**src/rtl/lcd_pkg.sv**
```systemverilog
package lcd_pkg;

  typedef enum logic [3:0] {
    OP_NOP,
    OP_CLEAR,
    OP_HOME,
    OP_ENTRY,
    OP_DISP,
    OP_SHIFT,
    OP_FUNC,
    OP_CGADDR,
    OP_DDADDR
  } lcd_op_e;

  localparam logic [7:0] BLANK_CODE = 8'h20;

endpackage

```
**src/rtl/lcd_op_decode.sv**
```systemverilog
module lcd_op_decode
  import lcd_pkg::*;
(
  input  logic [7:0] code,
  output lcd_op_e    op
);

  // Leading one wins
  always_comb begin
    casez (code)
      8'b1???????: op = OP_DDADDR;
      8'b01??????: op = OP_CGADDR;
      8'b001?????: op = OP_FUNC;
      8'b0001????: op = OP_SHIFT;
      8'b00001???: op = OP_DISP;
      8'b000001??: op = OP_ENTRY;
      8'b0000001?: op = OP_HOME;
      8'b00000001: op = OP_CLEAR;
      default:     op = OP_NOP;
    endcase
  end

endmodule

```
**src/rtl/lcd_addr_step.sv**
```systemverilog
module lcd_addr_step #(
  parameter int LINE_LEN   = 40,
  parameter int LINE2_BASE = 64,
  parameter int CGW        = 6,
  parameter int AW         = 7
) (
  input  logic [AW-1:0] addr,
  input  logic          up,
  input  logic          to_cg,
  input  logic          lines2,
  output logic [AW-1:0] nxt
);

  localparam logic [AW-1:0] L1_LAST  = AW'(LINE_LEN - 1);
  localparam logic [AW-1:0] L2_FIRST = AW'(LINE2_BASE);
  localparam logic [AW-1:0] L2_LAST  = AW'(LINE2_BASE + LINE_LEN - 1);
  localparam logic [AW-1:0] ONE_LAST = AW'(2 * LINE_LEN - 1);

  logic [CGW-1:0] cg_nxt;

  always_comb begin
    cg_nxt = up ? addr[CGW-1:0] + CGW'(1) : addr[CGW-1:0] - CGW'(1);
    if (to_cg) begin
      nxt = AW'(cg_nxt);
    end else if (lines2) begin
      if (up) begin
        if (addr == L1_LAST)      nxt = L2_FIRST;
        else if (addr == L2_LAST) nxt = '0;
        else                      nxt = addr + AW'(1);
      end else begin
        if (addr == L2_FIRST)     nxt = L1_LAST;
        else if (addr == '0)      nxt = L2_LAST;
        else                      nxt = addr - AW'(1);
      end
    end else begin
      if (up) nxt = (addr == ONE_LAST) ? '0 : addr + AW'(1);
      else    nxt = (addr == '0) ? ONE_LAST : addr - AW'(1);
    end
  end

endmodule

```
**src/rtl/lcd_busy_timer.sv**
```systemverilog
module lcd_busy_timer #(
  parameter int CW      = 9,
  parameter int RST_VAL = 410
) (
  input  logic          clk,
  input  logic          rst_n,
  input  logic          load,
  input  logic [CW-1:0] load_val,
  output logic          busy
);

  logic [CW-1:0] cnt_q, cnt_d;

  always_comb begin
    if (load)             cnt_d = load_val;
    else if (cnt_q != '0) cnt_d = cnt_q - CW'(1);
    else                  cnt_d = cnt_q;
  end

  always_ff @(posedge clk or negedge rst_n) begin
    if (!rst_n) cnt_q <= CW'(RST_VAL);
    else        cnt_q <= cnt_d;
  end

  assign busy = (cnt_q != '0);

  assert_busy_countdown_R8: assert property (@(posedge clk) disable iff (!rst_n)
    (busy && !load) |=> (cnt_q == $past(cnt_q) - CW'(1)));

  assert_busy_after_load_R8: assert property (@(posedge clk) disable iff (!rst_n)
    (load && load_val != '0) |=> busy);

endmodule

```
**src/rtl/lcd_char_store.sv**
```systemverilog
module lcd_char_store #(
  parameter int DD_DEPTH = 80,
  parameter int CG_DEPTH = 64,
  parameter int DDW      = 7,
  parameter int CGW      = 6
) (
  input  logic           clk,
  input  logic           we,
  input  logic           w_cg,
  input  logic [DDW-1:0] w_idx,
  input  logic [7:0]     w_data,
  input  logic           r_cg,
  input  logic [DDW-1:0] r_idx,
  output logic [7:0]     r_data
);

  logic [7:0] dd_mem [DD_DEPTH];
  logic [7:0] cg_mem [CG_DEPTH];

  always_ff @(posedge clk) begin
    if (we) begin
      if (w_cg)                          cg_mem[w_idx[CGW-1:0]] <= w_data;
      else if (int'(w_idx) < DD_DEPTH)   dd_mem[w_idx]          <= w_data;
    end
  end

  always_comb begin
    if (r_cg)                          r_data = cg_mem[r_idx[CGW-1:0]];
    else if (int'(r_idx) < DD_DEPTH)   r_data = dd_mem[r_idx];
    else                               r_data = 8'h00;
  end

endmodule

```
**src/rtl/lcd_cmd_core.sv**
```systemverilog
module lcd_cmd_core
  import lcd_pkg::*;
#(
  parameter int LINE_LEN   = 40,
  parameter int LINE2_BASE = 64,
  parameter int CG_DEPTH   = 64,
  parameter int CLEAR_CYC  = 410,
  parameter int INSTR_CYC  = 10,
  parameter int DATA_CYC   = 12
) (
  input  logic       clk,
  input  logic       rst_n,
  input  logic       req_valid,
  input  logic       req_data,
  input  logic       req_read,
  input  logic [7:0] req_byte,
  output logic [7:0] rd_byte,
  output logic       busy,
  output logic [6:0] addr_cnt,
  output logic       cg_target,
  output logic       entry_inc,
  output logic       entry_shift,
  output logic       disp_on,
  output logic       cursor_on,
  output logic       blink_on,
  output logic       bus_8bit,
  output logic       two_line,
  output logic       font_tall,
  output logic [6:0] shift_ofs
);

  localparam int AW       = 7;
  localparam int DD_DEPTH = 2 * LINE_LEN;
  localparam int DDW      = $clog2(DD_DEPTH);
  localparam int CGW      = $clog2(CG_DEPTH);
  localparam int MAX_AB   = (CLEAR_CYC > INSTR_CYC) ? CLEAR_CYC : INSTR_CYC;
  localparam int MAXC     = (MAX_AB > DATA_CYC) ? MAX_AB : DATA_CYC;
  localparam int CNTW     = $clog2(MAXC + 1);
  localparam logic [AW-1:0]  LEN_TWO  = AW'(LINE_LEN);
  localparam logic [AW-1:0]  LEN_ONE  = AW'(DD_DEPTH);
  localparam logic [AW-1:0]  BASE2    = AW'(LINE2_BASE);
  localparam logic [DDW-1:0] FILL_END = DDW'(DD_DEPTH - 1);

  // reset: asynchronous assert, synchronous release
  logic rst_meta, rst_i;
  always_ff @(posedge clk or negedge rst_n) begin
    if (!rst_n) {rst_i, rst_meta} <= 2'b00;
    else        {rst_i, rst_meta} <= {rst_meta, 1'b1};
  end

  // state
  logic [AW-1:0]  ac_q, ac_d, ofs_q, ofs_d;
  logic           cg_q, cg_d, inc_q, inc_d, esh_q, esh_d;
  logic           don_q, don_d, con_q, con_d, bon_q, bon_d;
  logic           dl_q, dl_d, nl_q, nl_d, ft_q, ft_d;
  logic           clr_q, clr_d;
  logic [DDW-1:0] fill_q, fill_d;
  logic [7:0]     rd_q, rd_d;

  // request classification
  lcd_op_e op;
  logic status_rd, acc, instr, data_wr, data_rd, cmd_exec;
  logic step_up;
  logic [AW-1:0] ac_step;

  lcd_op_decode u_dec (.code(req_byte), .op(op));

  assign status_rd = req_valid && !req_data && req_read;
  assign acc       = req_valid && !busy && !status_rd;
  assign instr     = acc && !req_data;
  assign data_wr   = acc && req_data && !req_read;
  assign data_rd   = acc && req_data && req_read;
  assign cmd_exec  = instr && (op != OP_NOP);
  assign step_up   = (instr && op == OP_SHIFT) ? req_byte[2] : inc_q;

  lcd_addr_step #(
    .LINE_LEN(LINE_LEN), .LINE2_BASE(LINE2_BASE), .CGW(CGW), .AW(AW)
  ) u_step (
    .addr(ac_q), .up(step_up), .to_cg(cg_q), .lines2(nl_q), .nxt(ac_step)
  );

  // busy timing per request kind
  logic            tm_load;
  logic [CNTW-1:0] tm_val;

  always_comb begin
    tm_load = cmd_exec || data_wr || data_rd;
    if (!req_data && (op == OP_CLEAR || op == OP_HOME)) tm_val = CNTW'(CLEAR_CYC);
    else if (!req_data)                                  tm_val = CNTW'(INSTR_CYC);
    else                                                 tm_val = CNTW'(DATA_CYC);
  end

  lcd_busy_timer #(.CW(CNTW), .RST_VAL(CLEAR_CYC)) u_busy (
    .clk(clk), .rst_n(rst_i), .load(tm_load), .load_val(tm_val), .busy(busy)
  );

  // display address to physical slot
  logic [AW-1:0]  rel;
  logic [DDW-1:0] dd_idx;
  logic           dd_ok;

  always_comb begin
    rel = ac_q - BASE2;
    if (nl_q) begin
      if (ac_q >= BASE2) begin
        dd_ok  = (rel < LEN_TWO);
        dd_idx = DDW'(LEN_TWO + rel);
      end else begin
        dd_ok  = (ac_q < LEN_TWO);
        dd_idx = DDW'(ac_q);
      end
    end else begin
      dd_ok  = (ac_q < LEN_ONE);
      dd_idx = DDW'(ac_q);
    end
  end

  // character storage
  logic           st_we, st_wcg;
  logic [DDW-1:0] st_widx, st_ridx;
  logic [7:0]     st_wdata, st_rdata;

  always_comb begin
    st_ridx = cg_q ? DDW'(ac_q[CGW-1:0]) : dd_idx;
    if (clr_q) begin
      st_we    = 1'b1;
      st_wcg   = 1'b0;
      st_widx  = fill_q;
      st_wdata = BLANK_CODE;
    end else begin
      st_we    = data_wr && (cg_q || dd_ok);
      st_wcg   = cg_q;
      st_widx  = st_ridx;
      st_wdata = req_byte;
    end
  end

  lcd_char_store #(
    .DD_DEPTH(DD_DEPTH), .CG_DEPTH(CG_DEPTH), .DDW(DDW), .CGW(CGW)
  ) u_store (
    .clk(clk), .we(st_we), .w_cg(st_wcg), .w_idx(st_widx), .w_data(st_wdata),
    .r_cg(cg_q), .r_idx(st_ridx), .r_data(st_rdata)
  );

  // shift offset arithmetic
  logic [AW-1:0] len, ofs_left, ofs_right;
  logic          ent_sh, cmd_sh;

  always_comb begin
    len       = nl_q ? LEN_TWO : LEN_ONE;
    ofs_left  = (ofs_q + AW'(1) >= len) ? '0 : ofs_q + AW'(1);
    ofs_right = (ofs_q == '0) ? len - AW'(1) : ofs_q - AW'(1);
    ent_sh    = data_wr && !cg_q && esh_q;
    cmd_sh    = instr && (op == OP_SHIFT) && req_byte[3];
  end

  // next state
  always_comb begin
    ac_d = ac_q;   ofs_d = ofs_q;  cg_d = cg_q;   inc_d = inc_q; esh_d = esh_q;
    don_d = don_q; con_d = con_q;  bon_d = bon_q;
    dl_d = dl_q;   nl_d = nl_q;    ft_d = ft_q;
    clr_d = clr_q; fill_d = fill_q; rd_d = rd_q;

    if (clr_q) begin
      fill_d = fill_q + DDW'(1);
      if (fill_q == FILL_END) clr_d = 1'b0;
    end

    if (status_rd) rd_d = {busy, ac_q};

    if (data_rd) rd_d = (cg_q || dd_ok) ? st_rdata : 8'h00;

    if (data_wr || data_rd) ac_d = ac_step;

    if (ent_sh) ofs_d = inc_q ? ofs_left : ofs_right;

    if (instr) begin
      unique case (op)
        OP_CLEAR: begin
          ac_d = '0; cg_d = 1'b0; ofs_d = '0; inc_d = 1'b1;
          clr_d = 1'b1; fill_d = '0;
        end
        OP_HOME: begin
          ac_d = '0; cg_d = 1'b0; ofs_d = '0;
        end
        OP_ENTRY: begin
          inc_d = req_byte[1]; esh_d = req_byte[0];
        end
        OP_DISP: begin
          don_d = req_byte[2]; con_d = req_byte[1]; bon_d = req_byte[0];
        end
        OP_SHIFT: begin
          if (cmd_sh) ofs_d = req_byte[2] ? ofs_right : ofs_left;
          else        ac_d  = ac_step;
        end
        OP_FUNC: begin
          dl_d = req_byte[4]; nl_d = req_byte[3]; ft_d = req_byte[2];
        end
        OP_CGADDR: begin
          ac_d = AW'(req_byte[CGW-1:0]); cg_d = 1'b1;
        end
        OP_DDADDR: begin
          ac_d = req_byte[6:0]; cg_d = 1'b0;
        end
        default: ;
      endcase
    end
  end

  // registers; reset state enters the power-on clear
  always_ff @(posedge clk or negedge rst_i) begin
    if (!rst_i) begin
      ac_q  <= '0;   ofs_q <= '0;   cg_q  <= 1'b0; inc_q <= 1'b1; esh_q <= 1'b0;
      don_q <= 1'b0; con_q <= 1'b0; bon_q <= 1'b0;
      dl_q  <= 1'b1; nl_q  <= 1'b0; ft_q  <= 1'b0;
      clr_q <= 1'b1; fill_q <= '0;  rd_q  <= '0;
    end else begin
      ac_q  <= ac_d;  ofs_q <= ofs_d; cg_q  <= cg_d;  inc_q <= inc_d; esh_q <= esh_d;
      don_q <= don_d; con_q <= con_d; bon_q <= bon_d;
      dl_q  <= dl_d;  nl_q  <= nl_d;  ft_q  <= ft_d;
      clr_q <= clr_d; fill_q <= fill_d; rd_q <= rd_d;
    end
  end

  assign rd_byte     = rd_q;
  assign addr_cnt    = ac_q;
  assign cg_target   = cg_q;
  assign entry_inc   = inc_q;
  assign entry_shift = esh_q;
  assign disp_on     = don_q;
  assign cursor_on   = con_q;
  assign blink_on    = bon_q;
  assign bus_8bit    = dl_q;
  assign two_line    = nl_q;
  assign font_tall   = ft_q;
  assign shift_ofs   = ofs_q;

  // checks beside the logic they guard
  logic ac_in_lines, step_evt;
  assign ac_in_lines = (ac_q < LEN_TWO) || ((ac_q >= BASE2) && (ac_q < BASE2 + LEN_TWO));
  assign step_evt    = data_wr || data_rd || (instr && op == OP_SHIFT && !req_byte[3]);

  assert_line_wrap_R4: assert property (@(posedge clk) disable iff (!rst_i)
    (step_evt && !cg_q && nl_q && ac_in_lines) |=> ac_in_lines);

  assert_shift_in_range_R6: assert property (@(posedge clk) disable iff (!rst_i)
    (ent_sh || cmd_sh) |=> (ofs_q < len));

  assert_hold_while_busy_R9: assert property (@(posedge clk) disable iff (!rst_i)
    busy |=> ($stable(ac_q) && $stable(ofs_q) && $stable(nl_q) && $stable(don_q)));

  assert_fill_inside_busy_R2: assert property (@(posedge clk) disable iff (!rst_i)
    clr_q |-> busy);

  assert_busy_on_accept_R8: assert property (@(posedge clk) disable iff (!rst_i)
    (cmd_exec || data_wr || data_rd) |=> busy);

endmodule

```
**config.mk**
```make
export PLATFORM = sky130hd
export DESIGN_NAME = lcd_cmd_core
export DESIGN_NICKNAME = d
export VERILOG_FILES = /design/src/rtl/lcd_pkg.sv /design/src/rtl/lcd_op_decode.sv /design/src/rtl/lcd_addr_step.sv /design/src/rtl/lcd_busy_timer.sv /design/src/rtl/lcd_char_store.sv /design/src/rtl/lcd_cmd_core.sv
export SDC_FILE = /design/constraint.sdc
export NUM_CORES = 1
export LEC_CHECK = 0
export ABC_AREA = 1
export CELL_PAD_IN_SITES_DETAIL_PLACEMENT = 1
export CELL_PAD_IN_SITES_GLOBAL_PLACEMENT = 1
export CORE_ASPECT_RATIO = 1.4
export CORE_MARGIN = 1
export CORE_UTILIZATION = 45
export DETAILED_ROUTE_END_ITERATION = 10
export DONT_BUFFER_PORTS = 1
export GPL_TIMING_DRIVEN = 1
export PLACE_DENSITY_LB_ADDON = 0.1
export RECOVER_POWER = 25
export SETUP_SLACK_MARGIN = 0.02
export SLEW_MARGIN = 25
export SYNTH_ARGS = -nofsm -noshare
export SYNTH_HDL_FRONTEND = slang
export SYNTH_HIERARCHICAL = 1
export SYNTH_SLANG_ARGS = --single-unit
```
**constraint.sdc**
```tcl
create_clock -name clk -period 1.8 [get_ports clk]
set_clock_uncertainty 0.2 [all_clocks]
set_input_delay 0.36 -clock clk [delete_from_list [all_inputs] [get_ports clk]]
set_output_delay 0.36 -clock clk [all_outputs]
set_load 0.03 [all_outputs]
```
==> flow_summary.json, run 1 <==
{
  "synth_top_family_by_area": "simple AND/OR/NAND/NOR gates",
  "yosysSeqAreaShare_pct": 68.1,
  "outcome": "complete, but fails checks",
  "gp_congestion": 0.880,
  "grt.overflow.total": 0,
  "root_buffer": "clkbuf_16",
  "grt_max_degree": 58,
  "critPathMaxStageDelay_ps": 390,
  "nets": 5643,
  "synth.avg_cell_area_um2": 10.4,
  "track_usage_pct": 29.6,
  "hold_violations": 12,
  "setup_viol": 2302,
  "grt_pass1_wl_mm": 261,
  "hold_class": "primary input to flop",
  "clk_latency_ps": 760,
  "antenna_cells": 0,
  "mostFrequentLayoutCell": "nand2_1",
  "syn_to_final_growth_pct": 26.6,
  "crit_path_max_fanout": 6,
  "r2r-start": "u_busy/cnt_q[0]$_DFFE_PN0P_",
  "fill_cells": 12178,
  "place_area_mm2": 0.0594,
  "rows": 148,
  "post_drt_wl_per_cell_um": 24.6,
  "portBuffers": 0,
  "hp-start": "req_data",
  "first_iter_violations": 2831,
  "num_vias": 39887,
  "path_clk_slew_ps": 70,
  "power_density_mw_per_mm2": 847,
  "synth_adder_area_share_pct": 0.442,
  "holdWs_ps": -434,
  "synth_compound_area_share_pct": 2.41,
  "synth.area.top_cells": "edfxtp_1, nand2_1, nand3_1, nor2_1, inv_1",
  "violations": "negative hold slack, negative setup slack",
  "start_util_pct": 45.4,
  "dieHeight_um": 407,
  "critPathCaptureType": "flop",
  "min_period_ps": 3180,
  "p_leak_nw": 26.1,
  "wl_mm": 178,
  "fin_cells": 7211,
  "synth_top_cell_area_share_pct": 65.7,
  "slew_violations": 0,
  "clock_sinks": 1202,
  "cap_violations": 0,
  "worst_pin_slew_ps": 739,
  "fin_total_pwr_mw": 56.5,
  "hpwl_mm": 114,
  "synth_warnings": 6,
  "ff2ff_setup_slack_ps": -1380,
  "synth-simple-area-share_pct": 23.7,
  "fmaxAchievable_mhz": 314,
  "path_cells": "inv_2 -> ha_4 -> nand2_4 -> nor2_8 -> nand2_8 -> inv_6 -> nand4_4 -> nor2_4 -> inv_2 -> nor2_4 -> inv_2 -> o21ai_4 -> inv_6 -> fa_2 -> nand2_2 -> nand2_1 -> a21o_1 -> a21oi_1 -> o21ai_1 -> nand2_1 -> inv_2 -> o21ai_2 -> nor2_1 -> a31oi_1",
  "utilization_pct": 57.5,
  "die_w_um": 291,
  "cp_slowest_cell": "dfrtp_1",
  "crit_top_cell": "inv_2",
  "netlist_instances": 5043,
  "setup.worst_path.start": "u_busy/cnt_q[0]$_DFFE_PN0P_",
  "final_antenna_net_count": 0,
  "rsz0062_at_grt": "true",
  "core_mm2": 0.116,
  "ys_ff_latch": 1202,
  "layout_common_cells": "nand2_1, edfxtp_1, nand3_1",
  "dr.pass1.iters": 5,
  "first_global_vias": 42032,
  "dieArea_mm2": 0.118,
  "cts_tree": "built",
  "fin_setup_tns_ps": -1456670,
  "layout-drive-gt1-share_pct": 22.8,
  "path_class": "flop to flop",
  "fin_crit_sh_pct": 177,
  "cts_buffers": 114,
  "viasPerCell": 5.53,
  "final_area_mm2": 0.0667,
  "ys_types": 54,
  "io_pins": 45,
  "clk_path_buf_depth": 3,
  "slew_headroom_pct": 50.7,
  "dp_cells": 6901,
  "drc": 0,
  "required_ps": 2250,
  "synth_mux_area_share_pct": 0,
  "synth_area_leader_cell": "edfxtp_1",
  "antenna_found_initial": 2,
  "crit_arrival_ps": 3640,
  "setup_ws_ps": -1380,
  "peakVddDrop_uv": 857,
  "synth_xor_xnor_area_share_pct": 0.233,
  "pre_cts_ws_ps": -1930,
  "start_kind": "flop",
  "syn-cell-area_mm2": 0.0527,
  "htreeDepth": 3
}
[timing repair]
item,4_1_cts,5_1_grt
pin swaps,68,81
endpoints found under the hold margin,83,10
hold buffers,13,1
cloned,10,2
gates resized for setup,350,299
buffers inserted,46,31
setup endpoints to repair,2373,2373
[cells by family (layout without fill, tap and decap cells)]
logic type,after synthesis,in the layout
buffers and inverters,579,1244
other,2,5
XOR/XNOR,14,14
flip-flops,1202,1202
AND/OR/NAND/NOR,2992,2992
AO/OA/AOI/OAI,236,236
adder cells (fa/ha/maj),18,18
[worst paths after layout]
kind,endpoint,cells past startpoint
max in group asynchronous,addr_cnt[2]$_DFF_PN0_,1
hold reg to reg,rst_i$_DFF_PN0_,0
min in group asynchronous,rst_meta$_DFF_PN0_,2
hold / removal,u_busy/cnt_q[2]$_DFFE_PN0P_,2
setup reg to reg,addr_cnt[4]$_DFF_PN0_,24
setup / recovery,addr_cnt[4]$_DFF_PN0_,24
[per-layer routing]
| metal | up-vias | wire length, µm | global-route usage, % |
|---|---|---|---|
| met3 | 357 | 8060 | 3.48 |
| met2 | 1070 | 93200 | 53.8 |
| met4 | 0 | 7930 | 12.7 |
| met5 | - | 0 | 0 |
| li1 | 18200 | - | - |
| met1 | 20260 | 68500 | 35.3 |
[report_power, final]
group | internal [mW] | switching [mW]
Sequential | 30.6 | 0.0165
Clock | 13.9 | 11.0
Combinational | 0.228 | 0.718
[state kept, by name (all words and copies together), names as in the netlist, 7 cells and up]
register,flops
addr_cnt,7
fill_q,7
rd_byte,8
shift_ofs,7
u_busy/cnt_q,9
u_store/cg_mem,512
u_store/dd_mem,640
[cells in the mapped netlist, drive strengths merged]
cell and n:
a21boi 3, a21o 1, a21oi 63, a31oi 12, and2 1, buf 223
bufinv 1, clkbuf 40, clkinv 5, conb 2, dfrtp 42, dfstp 8
edfxtp 1152, fa 1, ha 17, inv 310, nand2 1727, nand3 820
nand3b 1, nand4 10, nor2 410, nor3 18, nor3b 1, nor4 2
o211ai 5, o21a 1, o21ai 136, o21bai 1, o22ai 4, o31ai 10
or2 2, xnor2 3, xor2 11
[final cells by class]
| cell class | count | area, µm² | share of cell area (%) |
|---|---|---|---|
| clock inverter | 77 | 790 | 1.18 |
| timing repair buffer | 713 | 7700 | 11.5 |
| inverter | 316 | 1310 | 1.96 |
| tap | 1500 | 1880 | 2.81 |
| multi-input combinational | 3265 | 16100 | 24.2 |
| sequential | 1202 | 35900 | 53.8 |
| clock buffer | 138 | 3050 | 4.57 |
[worst max-delay path, delay by kind of cell, from the launching register on]
kind	cells	cell delay, ps
simple gates	10	880
flops	1	390
buf+inv	6	380
compound gates	6	730
fa+ha+maj	2	490
No activity file was read; power rests on OpenSTA's default activity.
==> run 2, diff against run 1 <==
- CORE_ASPECT_RATIO: 1.4 -> not set
==> flow_summary.json, run 2 (synthesis results as in run 1) <==
{
  "fin_cells": 7259,
  "peakVddDrop_uv": 949,
  "fin_crit_sh_pct": 179,
  "grt_pass1_wl_mm": 252,
  "slew_headroom_pct": 47.8,
  "hold_end": "u_busy/cnt_q[2]$_DFFE_PN0P_",
  "final_antenna_net_count": 0,
  "holdWs_ps": -433,
  "fin_total_pwr_mw": 58.2,
  "die_w_um": 344,
  "core_mm2": 0.116,
  "required_ps": 2260,
  "grt_util_met1_pct": 38.0,
  "final_area_mm2": 0.0671,
  "min_period_ps": 3210,
  "ff2ff_setup_slack_ps": -1410,
  "first_global_vias": 40759,
  "track_usage_pct": 28.6,
  "post_drt_wl_per_cell_um": 24.3,
  "largest-register": "u_store/dd_mem",
  "num_vias": 40080,
  "cts_hold_buf": 15,
  "layout_common_cells": "nand2_1, edfxtp_1, nand3_1",
  "grtUsageMet2_pct": 48.6,
  "mostFrequentLayoutCell": "nand2_1",
  "hold_path_depth": 2,
  "path_class": "flop to flop",
  "busiest_layer": "met2",
  "r2r-start": "u_busy/cnt_q[0]$_DFFE_PN0P_",
  "drc": 0,
  "dp_cells": 6926,
  "antenna_found_initial": 0,
  "p_leak_nw": 26.4,
  "antenna_cells": 0,
  "syn_to_final_growth_pct": 27.4,
  "crit_path_max_fanout": 6,
  "layout-drive-gt1-share_pct": 21.5,
  "rows": 125,
  "ff2ff_path_depth": 24,
  "dieArea_mm2": 0.118,
  "hp-start": "req_data",
  "setup_viol": 2362,
  "setup_ws_ps": -1410,
  "worst_pin_slew_ps": 783,
  "grt_use_met3_pct": 3.46,
  "path_clk_slew_ps": 60,
  "fill_cells": 12180,
  "grt.overflow.total": 0,
  "clk_path_buf_depth": 3,
  "nets": 5669,
  "r2r-end": "addr_cnt[4]$_DFF_PN0_",
  "start_kind": "flop",
  "cts_buffers": 131,
  "first_iter_violations": 3242,
  "hpwl_mm": 113,
  "cap_violations": 0,
  "gp_congestion": 0.883,
  "dr.pass1.iters": 7,
  "io_pins": 45,
  "power_density_mw_per_mm2": 867,
  "outcome": "complete, but fails checks",
  "clock_sinks": 1202,
  "htreeDepth": 4,
  "pre_cts_ws_ps": -1700,
  "rsz0062_at_grt": "true",
  "largest_reg_flops": 640,
  "utilization_pct": 57.8,
  "critPathCaptureType": "flop",
  "violations": "negative hold slack, negative setup slack",
  "clk_latency_ps": 760,
  "dieHeight_um": 344,
  "place_area_mm2": 0.0595,
  "cts_tree": "built",
  "fmaxAchievable_mhz": 311,
  "hold_class": "primary input to flop",
  "start_util_pct": 45.3,
  "slew_violations": 0,
  "grt_max_degree": 61,
  "crit_arrival_ps": 3670,
  "root_buffer": "clkbuf_16",
  "portBuffers": 0,
  "wl_mm": 177,
  "viasPerCell": 5.52,
  "hold_violations": 6
}
run 2: changes by cell type in the layout (fill, tap and decap cells not counted), moves of 9 or more:
cell	delta
nand2_1	+42
clkbuf_16	+38
nand2_2	-27
buf_4	-16
nand2_4	-14
buf_6	-13
nor2_2	-12
clkbuf_1	+10
nor2_1	+10
nand3_4	-9
run 2: report_power, final:
| part | internal, mW | switching (mW) |
|---|---|---|
| combinational | 0.271 | 0.739 |
| clock | 15.2 | 11.3 |
| sequential | 30.6 | 0.0180 |
| total | 46.1 | 12.0 |
run 2: layer usage:
| layer | routed length, µm | part of all wire, % |
|---|---|---|
| met4 | 5630 | 3.2 |
| met2 | 88000 | 50 |
| met3 | 8980 | 5.1 |
| met5 | 0 | 0 |
| met1 | 74000 | 42 |
run 2: how the worst max path moves through the flow:
stage	from	endpoint
4_1_cts	u_busy/cnt_q[0]$_DFFE_PN0P_	u_store/dd_mem[37][6]$_DFFE_PP_
6_report	u_busy/cnt_q[0]$_DFFE_PN0P_	addr_cnt[4]$_DFF_PN0_
2_1_floorplan	u_busy/cnt_q[0]$_DFFE_PN0P_	addr_cnt[4]$_DFF_PN0_
3_3_place_gp	cg_target$_DFFE_PN0P_	u_store/dd_mem[44][0]$_DFFE_PP_
3_5_place_dp	cg_target$_DFFE_PN0P_	u_store/dd_mem[44][0]$_DFFE_PP_
5_1_grt	u_busy/cnt_q[0]$_DFFE_PN0P_	addr_cnt[4]$_DFF_PN0_
run 2: area by class of cell:
class | count | area, µm² | area share [%]
Timing Repair Buffer | 721 | 8220 | 12.3
Multi-Input combinational cell | 3265 | 15700 | 23.4
Inverter | 316 | 1280 | 1.91
Clock buffer | 167 | 3540 | 5.27
Tap cell | 1524 | 1910 | 2.84
Timing Repair inverter | 1 | 30.0 | 0.0447
Clock inverter | 63 | 603 | 0.898
Sequential cell | 1202 | 35900 | 53.4
run 2: critical path, cell delays in order (launching register included):
cell	delay, ps
dfrtp_1	400
inv_2	80
ha_4	140
nand2_4	60
nor2_8	120
nand2_8	70
inv_6	60
nand4_4	100
nor2_4	150
inv_2	60
nor2_4	110
inv_2	60
o21ai_4	80
inv_6	80
fa_2	360
nand2_2	80
nand2_1	60
a21o_1	170
a21oi_1	130
o21ai_1	90
nand2_1	90
inv_2	50
a21oi_2	120
o21ai_1	70
a31oi_1	140
run 2: stage by stage:
stage	hold WS, ps	setup TNS, ps
global placement	-136	-1569010
finish	-433	-1544780
CTS	-470	-1302470
detailed placement	-136	-1588890
global route	-441	-1690890
floorplan	-136	-2294060
run 2: timing repair:
item                       4_1_cts  5_1_grt
setup endpoints to repair     1411     1520
cloned                           2       27
gates resized for setup        166      377
setup buffers                   22       40
pin swaps                       13       69
hold endpoints to repair       117        6
